`src/rtl/ir_irq_pkg.sv`:
```
package ir_irq_pkg;
   localparam int unsigned IIR_W    = 8;
   localparam int unsigned B_RXDATA = 0;
   localparam int unsigned B_TXROOM = 1;
   localparam int unsigned B_FRMB   = 2;
   localparam int unsigned B_OVR    = 3;
   localparam int unsigned B_STRIG  = 4;
   localparam int unsigned B_TXSTAT = 5;
   localparam int unsigned B_LSR    = 6;
   localparam int unsigned B_EOF    = 7;
endpackage

```
`src/rtl/ir_irq_sticky.sv`:
```
module ir_irq_sticky #(
   parameter bit SET_WINS = 1'b1
) (
   input  logic clk,
   input  logic rst_n,
   input  logic set_i,
   input  logic clr_i,
   output logic flag_o
);
   logic nxt;

   generate
      if (SET_WINS) begin : g_set_prio
         assign nxt = set_i | (flag_o & ~clr_i);
      end else begin : g_clr_prio
         assign nxt = ~clr_i & (set_i | flag_o);
      end
   endgenerate

   always_ff @(posedge clk or negedge rst_n) begin
      if (!rst_n) flag_o <= 1'b0;
      else        flag_o <= nxt;
   end
endmodule

```
`src/rtl/ir_irq_level_src.sv`:
```
module ir_irq_level_src (
   input  logic fifo_en,
   input  logic direct_i,
   input  logic fifo_i,
   output logic lvl_o
);
   always_comb begin
      lvl_o = fifo_en ? fifo_i : direct_i;
   end
endmodule

```
`src/rtl/ir_irq_stat_err.sv`:
```
module ir_irq_stat_err #(
   parameter int unsigned STAT_DEPTH = 8,
   parameter int unsigned LVL_W      = $clog2(STAT_DEPTH + 1)
) (
   input  logic             clk,
   input  logic             rst_n,
   input  logic             enable_i,
   input  logic             err_wr_i,
   input  logic             stat_rd_i,
   input  logic [LVL_W-1:0] level_i,
   output logic             flag_o
);
   localparam logic [LVL_W-1:0] LAST_ONE = LVL_W'(1);

   logic drains;
   logic set_c;

   assign drains = stat_rd_i && (level_i == LAST_ONE);
   assign set_c  = enable_i & err_wr_i;

   ir_irq_sticky #(.SET_WINS(1'b1)) i_flag (
      .clk    (clk),
      .rst_n  (rst_n),
      .set_i  (set_c),
      .clr_i  (drains),
      .flag_o (flag_o)
   );
endmodule

```
`src/rtl/ir_uart_irq_ident.sv`:
```
module ir_uart_irq_ident
   import ir_irq_pkg::*;
#(
   parameter int unsigned STAT_DEPTH = 8,
   parameter bit          SET_WINS   = 1'b1,
   localparam int unsigned LVL_W     = $clog2(STAT_DEPTH + 1)
) (
   input  logic             clk,
   input  logic             rst_n,
   input  logic             cir_mode,
   input  logic             fifo_en,
   input  logic [7:0]       irq_mask,
   input  logic             rx_data_ready,
   input  logic             rx_above_trig,
   input  logic             tx_hold_empty,
   input  logic             tx_below_trig,
   input  logic             stat_at_trig,
   input  logic [LVL_W-1:0] stat_level,
   input  logic             ev_rx_last_byte,
   input  logic             ev_rx_overrun,
   input  logic             ev_tx_underrun,
   input  logic             ev_tx_done,
   input  logic             ev_stat_err_wr,
   input  logic             ev_rx_eof,
   input  logic             ev_cir_rx_stop,
   input  logic             acc_rhr_rd,
   input  logic             acc_iir_rd,
   input  logic             acc_resume_rd,
   input  logic             acc_stat_rd,
   output logic [7:0]       iir_value,
   output logic             irq_out,
   output logic             tx_underrun_flag
);
   generate
      if (STAT_DEPTH < 2) begin : g_bad_depth
         $error("STAT_DEPTH must be at least 2");
      end
      if (IIR_W != 8) begin : g_bad_width
         $error("identification word must be eight bits");
      end
   endgenerate

   logic irda;
   logic lvl_rx, lvl_tx;
   logic b2_set, b2_clr, b2_q;
   logic ovr_q, undr_q, txok_q, serr_q, eof_q;
   logic [IIR_W-1:0] raw;

   assign irda = ~cir_mode;

   ir_irq_level_src i_lvl_rx (
      .fifo_en  (fifo_en),
      .direct_i (rx_data_ready),
      .fifo_i   (rx_above_trig),
      .lvl_o    (lvl_rx)
   );

   ir_irq_level_src i_lvl_tx (
      .fifo_en  (fifo_en),
      .direct_i (tx_hold_empty),
      .fifo_i   (tx_below_trig),
      .lvl_o    (lvl_tx)
   );

   assign b2_set = cir_mode ? ev_cir_rx_stop : ev_rx_last_byte;
   assign b2_clr = cir_mode ? acc_iir_rd     : acc_rhr_rd;

   ir_irq_sticky #(.SET_WINS(SET_WINS)) i_frmb (
      .clk (clk), .rst_n (rst_n), .set_i (b2_set), .clr_i (b2_clr), .flag_o (b2_q)
   );

   ir_irq_sticky #(.SET_WINS(SET_WINS)) i_ovr (
      .clk (clk), .rst_n (rst_n), .set_i (ev_rx_overrun), .clr_i (acc_resume_rd), .flag_o (ovr_q)
   );

   ir_irq_sticky #(.SET_WINS(SET_WINS)) i_undr (
      .clk (clk), .rst_n (rst_n), .set_i (irda & ev_tx_underrun), .clr_i (acc_resume_rd),
      .flag_o (undr_q)
   );

   ir_irq_sticky #(.SET_WINS(SET_WINS)) i_txok (
      .clk (clk), .rst_n (rst_n), .set_i (ev_tx_done), .clr_i (acc_iir_rd), .flag_o (txok_q)
   );

   ir_irq_sticky #(.SET_WINS(SET_WINS)) i_eof (
      .clk (clk), .rst_n (rst_n), .set_i (irda & ev_rx_eof), .clr_i (acc_iir_rd), .flag_o (eof_q)
   );

   ir_irq_stat_err #(.STAT_DEPTH(STAT_DEPTH), .LVL_W(LVL_W)) i_serr (
      .clk       (clk),
      .rst_n     (rst_n),
      .enable_i  (irda),
      .err_wr_i  (ev_stat_err_wr),
      .stat_rd_i (acc_stat_rd),
      .level_i   (stat_level),
      .flag_o    (serr_q)
   );

   always_comb begin
      raw           = '0;
      raw[B_RXDATA] = lvl_rx;
      raw[B_TXROOM] = lvl_tx;
      raw[B_FRMB]   = b2_q;
      raw[B_OVR]    = ovr_q;
      raw[B_STRIG]  = irda & stat_at_trig;
      raw[B_TXSTAT] = cir_mode ? txok_q : (txok_q | undr_q);
      raw[B_LSR]    = irda & serr_q;
      raw[B_EOF]    = irda & eof_q;
   end

   assign iir_value        = raw & irq_mask;
   assign irq_out          = |iir_value;
   assign tx_underrun_flag = undr_q;
endmodule

```
`config.mk`:
```
export PLATFORM = sky130hd
export DESIGN_NAME = ir_uart_irq_ident
export DESIGN_NICKNAME = d
export VERILOG_FILES = /design/src/rtl/ir_irq_pkg.sv /design/src/rtl/ir_irq_sticky.sv /design/src/rtl/ir_irq_level_src.sv /design/src/rtl/ir_irq_stat_err.sv /design/src/rtl/ir_uart_irq_ident.sv
export SDC_FILE = /design/constraint.sdc
export NUM_CORES = 1
export LEC_CHECK = 0
export ABC_CLOCK_PERIOD_IN_PS = 3400
export BUFFER_PORTS_ARGS = -buffer_cell sky130_fd_sc_hd__buf_2
export CAP_MARGIN = 20
export CORE_AREA = 2 2 39 41
export CTS_BUF_LIST = sky130_fd_sc_hd__clkbuf_4
export DETAILED_ROUTE_END_ITERATION = 10
export DIE_AREA = 0 0 41 43
export PLACE_DENSITY = 0.77
export SYNTH_ARGS = -nofsm -noshare
export SYNTH_HDL_FRONTEND = slang
export SYNTH_SLANG_ARGS = --single-unit
```
`constraint.sdc`:
```
create_clock -name clk -period 3.4 [get_ports clk]
set_clock_uncertainty 0.1 [all_clocks]
set_input_delay 0.17 -clock clk [delete_from_list [all_inputs] [get_ports clk]]
set_output_delay 0.17 -clock clk [all_outputs]
set_load 0.005 [all_outputs]
```
==> qor.tcl <==
set qor(outcome) {completed}
set qor(timing.setup.critical_path_class) {register to output port}
set qor(path_max_fanout) 3
set qor(cts_num_sinks) 6
set qor(wire_per_inst_um) 9.97
set qor(placed_cells) 93
set qor(setup_total_negative_slack_ns) 0
set qor(placement.setup.worst_slack_ns) 1.87
set qor(cts_buffer_depth) 2
set qor(worstPathArrival_ns) 1.50
set qor(synth_area_leaders) {sky130_fd_sc_hd__dfrtp_1 (43%), sky130_fd_sc_hd__a22o_1 (7.5%), sky130_fd_sc_hd__mux2i_1 (5.7%)}
set qor(postRouteWirelength_um) 967
set qor(ant_nets) 0
set qor(min_period_ns) 1.77
set qor(cts.clk_slew.worst_paths_ns) 0.04
set qor(grt_first_pass_wirelength_mm) 1.39
set qor(ffs_latches_synth) 6
set qor(grt-ovfl-total) 0
set qor(timing.final.setup_violations) 0
set qor(synth.cell_area_um2) 349
set qor(grt_antenna_before_repair) 0
set qor(cts-buffers-inserted) 3
set qor(tritoncts_clock_tree) {yes}
set qor(crit_path_end_kind) {output port}
set qor(grt_use_total) 0.120
set qor(synthToLayoutAreaGrowth_pct) 73.8
set qor(design.final.nets) 115
set qor(die_y_um) 43
set qor(diodes) 0
set qor(finalMaxSlewViolations) 0
set qor(power_leakage_nw) 0.356
set qor(syn_area_per_cell_um2) 9.70
set qor(timing.final.crit_share) 0.519
set qor(synthesis.nets) 68
set qor(grt_setup_unrepaired) {false}
set qor(worst_hold_path.num_cells) 2
set qor(crit_path_cell_trace) {nor2b_1 > o21a_1 > or4_1 > buf_2}
set qor(pin_count_of_the_biggest_net_entering_global_routing) 7
set qor(maximum_vdd_drop_v) 0.000103
set qor(core_area_um2) 1380
set qor(drcViolationCount) 0
set qor(pwr_density_cell_nw_per_um2) 313
set qor(timing_worst_slew_pin_value_ns) 0.249
set qor(timing.max_slew.rel_slack) 0.832
set qor(cts-root-buf) {sky130_fd_sc_hd__clkbuf_4}
set qor(port-buffer-count) 41
set qor(yosysWarnings) 0
set qor(reg2regPathDepth) 2
set qor(horizontal_extent_of_the_die_um) 41
set qor(post_cts_buffers) 0
set qor(row_count) 14
set qor(ys_types) 18
set qor(final_cells) 97
set qor(initial_core_util) 0.252
set qor(synth_top_area_frac) 0.430
set qor(number_of_hold_slack_violations_in_the_final_timing_report) 0
set qor(ys_seq_area_frac) 0.430
set qor(detail_route.vias_per_cell) 4.48
set qor(hold_path.class) {primary input to register}
set qor(ctsHtreeMaxLevel) 1
set qor(synthCells) 36
set qor(design.portCount) 42
set qor(maxClockFrequency_mhz) 566
set qor(cpMaxStageDelayCell) {sky130_fd_sc_hd__or4_1}
set qor(detailed_routing_iteration_count_for_the_pre_antenna_repair_pass) 2
set qor(via_count_of_the_first_global_routing_pass) 396
set qor(worst_slack_ns) 1.63
set qor(start_kind) {register}
set qor(post_route_cells_drive_above_1_share) 0.556
set qor(worstPathRequired_ns) 3.13
set qor(finish.utilization) 0.439
set qor(critical_path.max_stage_delay_ns) 0.45
set qor(max-cap-violations) 0
set qor(synth_top_area_cell) {sky130_fd_sc_hd__dfrtp_1}
set qor(drt-initial-drc-count) 2
set qor(dpl.hpwl_um) 891
set qor(routed-via-count) 435
set qor(clk-insertion-delay-late_ns) 0.23
set qor(die_area_um2) 1760
set qor(finalPower_w) 0.000190
set qor(place.gp.congestion) 0.640
path summary, 6_finish.rpt:
path	from	end	slack, ns
worst max-delay path	i_undr.flag_o	irq_out	1.63
worst min-delay path	ev_rx_overrun	i_ovr.flag_o	0.02
worst max register to register	i_frmb.flag_o	i_frmb.flag_o	2.46
worst min register to register	i_txok.flag_o	i_txok.flag_o	0.39
max in group asynchronous	rst_n	i_eof.flag_o	2.89
min in group asynchronous	rst_n	i_frmb.flag_o	0.17
power by group:
group          internal (W)  switching (W)
Combinational     0.0000293      0.0000189
Clock             0.0000396      0.0000212
Sequential        0.0000773     0.00000385
cells in the mapped netlist:
cell / n
sky130_fd_sc_hd__and2_1: 2
sky130_fd_sc_hd__o21a_1: 1
sky130_fd_sc_hd__a211oi_1: 1
sky130_fd_sc_hd__nor2b_1: 3
sky130_fd_sc_hd__mux2i_1: 2
sky130_fd_sc_hd__or4_1: 1
sky130_fd_sc_hd__o211ai_1: 1
sky130_fd_sc_hd__and3_1: 2
sky130_fd_sc_hd__a22oi_1: 2
sky130_fd_sc_hd__inv_1: 4
sky130_fd_sc_hd__a22o_1: 3
sky130_fd_sc_hd__nand3b_1: 1
sky130_fd_sc_hd__dfrtp_1: 6
sky130_fd_sc_hd__a21o_1: 2
sky130_fd_sc_hd__nor4b_1: 1
sky130_fd_sc_hd__a21oi_1: 2
sky130_fd_sc_hd__inv_2: 1
sky130_fd_sc_hd__nand2_1: 1
metrics by stage:
stage / cell area [um2] / hold slack (ns)
6_report: 607 / 0.0151
3_3_place_gp: 574 / -0.103
3_5_place_dp: 574 / -0.103
4_1_cts: 607 / 0.00386
2_1_floorplan: 349 / -0.226
5_1_grt: 607 / 0.0219
cells by family after synthesis:
| family | share of synthesized area |
|---|---|
| AOI/OAI and AO/OA | 0.254 |
| and+or+nand+nor | 0.204 |
| DFF | 0.430 |
| buffers and inverters | 0.0537 |
| muxes | 0.0573 |
sequential cells by signal, indices dropped and copies added, names as in the netlist:
signal / flops
i_frmb.flag_o: 1
i_undr.flag_o: 1
i_eof.flag_o: 1
i_serr.i_flag.flag_o: 1
i_txok.flag_o: 1
i_ovr.flag_o: 1
worst max-delay path: cells and delay by family, from the launching register on:
kind | cells | cell delay [ns]
AO/OA/AOI/OAI | 1 | 0.17
buffers and inverters | 1 | 0.14
flip-flops | 1 | 0.38
AND/OR/NAND/NOR | 2 | 0.58
cell type report:
cell class              instances  area [um2]
multi-input cells              25         180
repair buffers                 42         215
flip-flops and latches          6         150
inverters                       5        18.8
clock buffers                   3        22.5
well taps                      16        20.0
fillers                       140         777
metal layers:
metal,vias up,global-route usage,part of all wire
li1,224,-,-
met1,178,0.113,0.37
met2,33,0.216,0.47
met3,0,0.0314,0.16
met4,0,0.0600,0
met5,-,0,0
timing repair:
item | 4_1_cts | 5_1_grt
gates resized for setup | 0 | 0
endpoints found under the hold margin | 6 | 0
hold buffers | 1 | 0
placed cells by master (no fill, tap or decap), types with 2 or more instances in the layout:
master                     instances
sky130_fd_sc_hd__a21o_1            2
sky130_fd_sc_hd__a21oi_1           2
sky130_fd_sc_hd__a22o_1            3
sky130_fd_sc_hd__a22oi_1           2
sky130_fd_sc_hd__and2_1            2
sky130_fd_sc_hd__and3_1            2
sky130_fd_sc_hd__buf_2            41
sky130_fd_sc_hd__clkbuf_4          3
sky130_fd_sc_hd__dfrtp_1           6
sky130_fd_sc_hd__inv_1             4
sky130_fd_sc_hd__mux2i_1           2
sky130_fd_sc_hd__nor2b_1           3
Note: power is estimated with default switching activity, not from simulation.
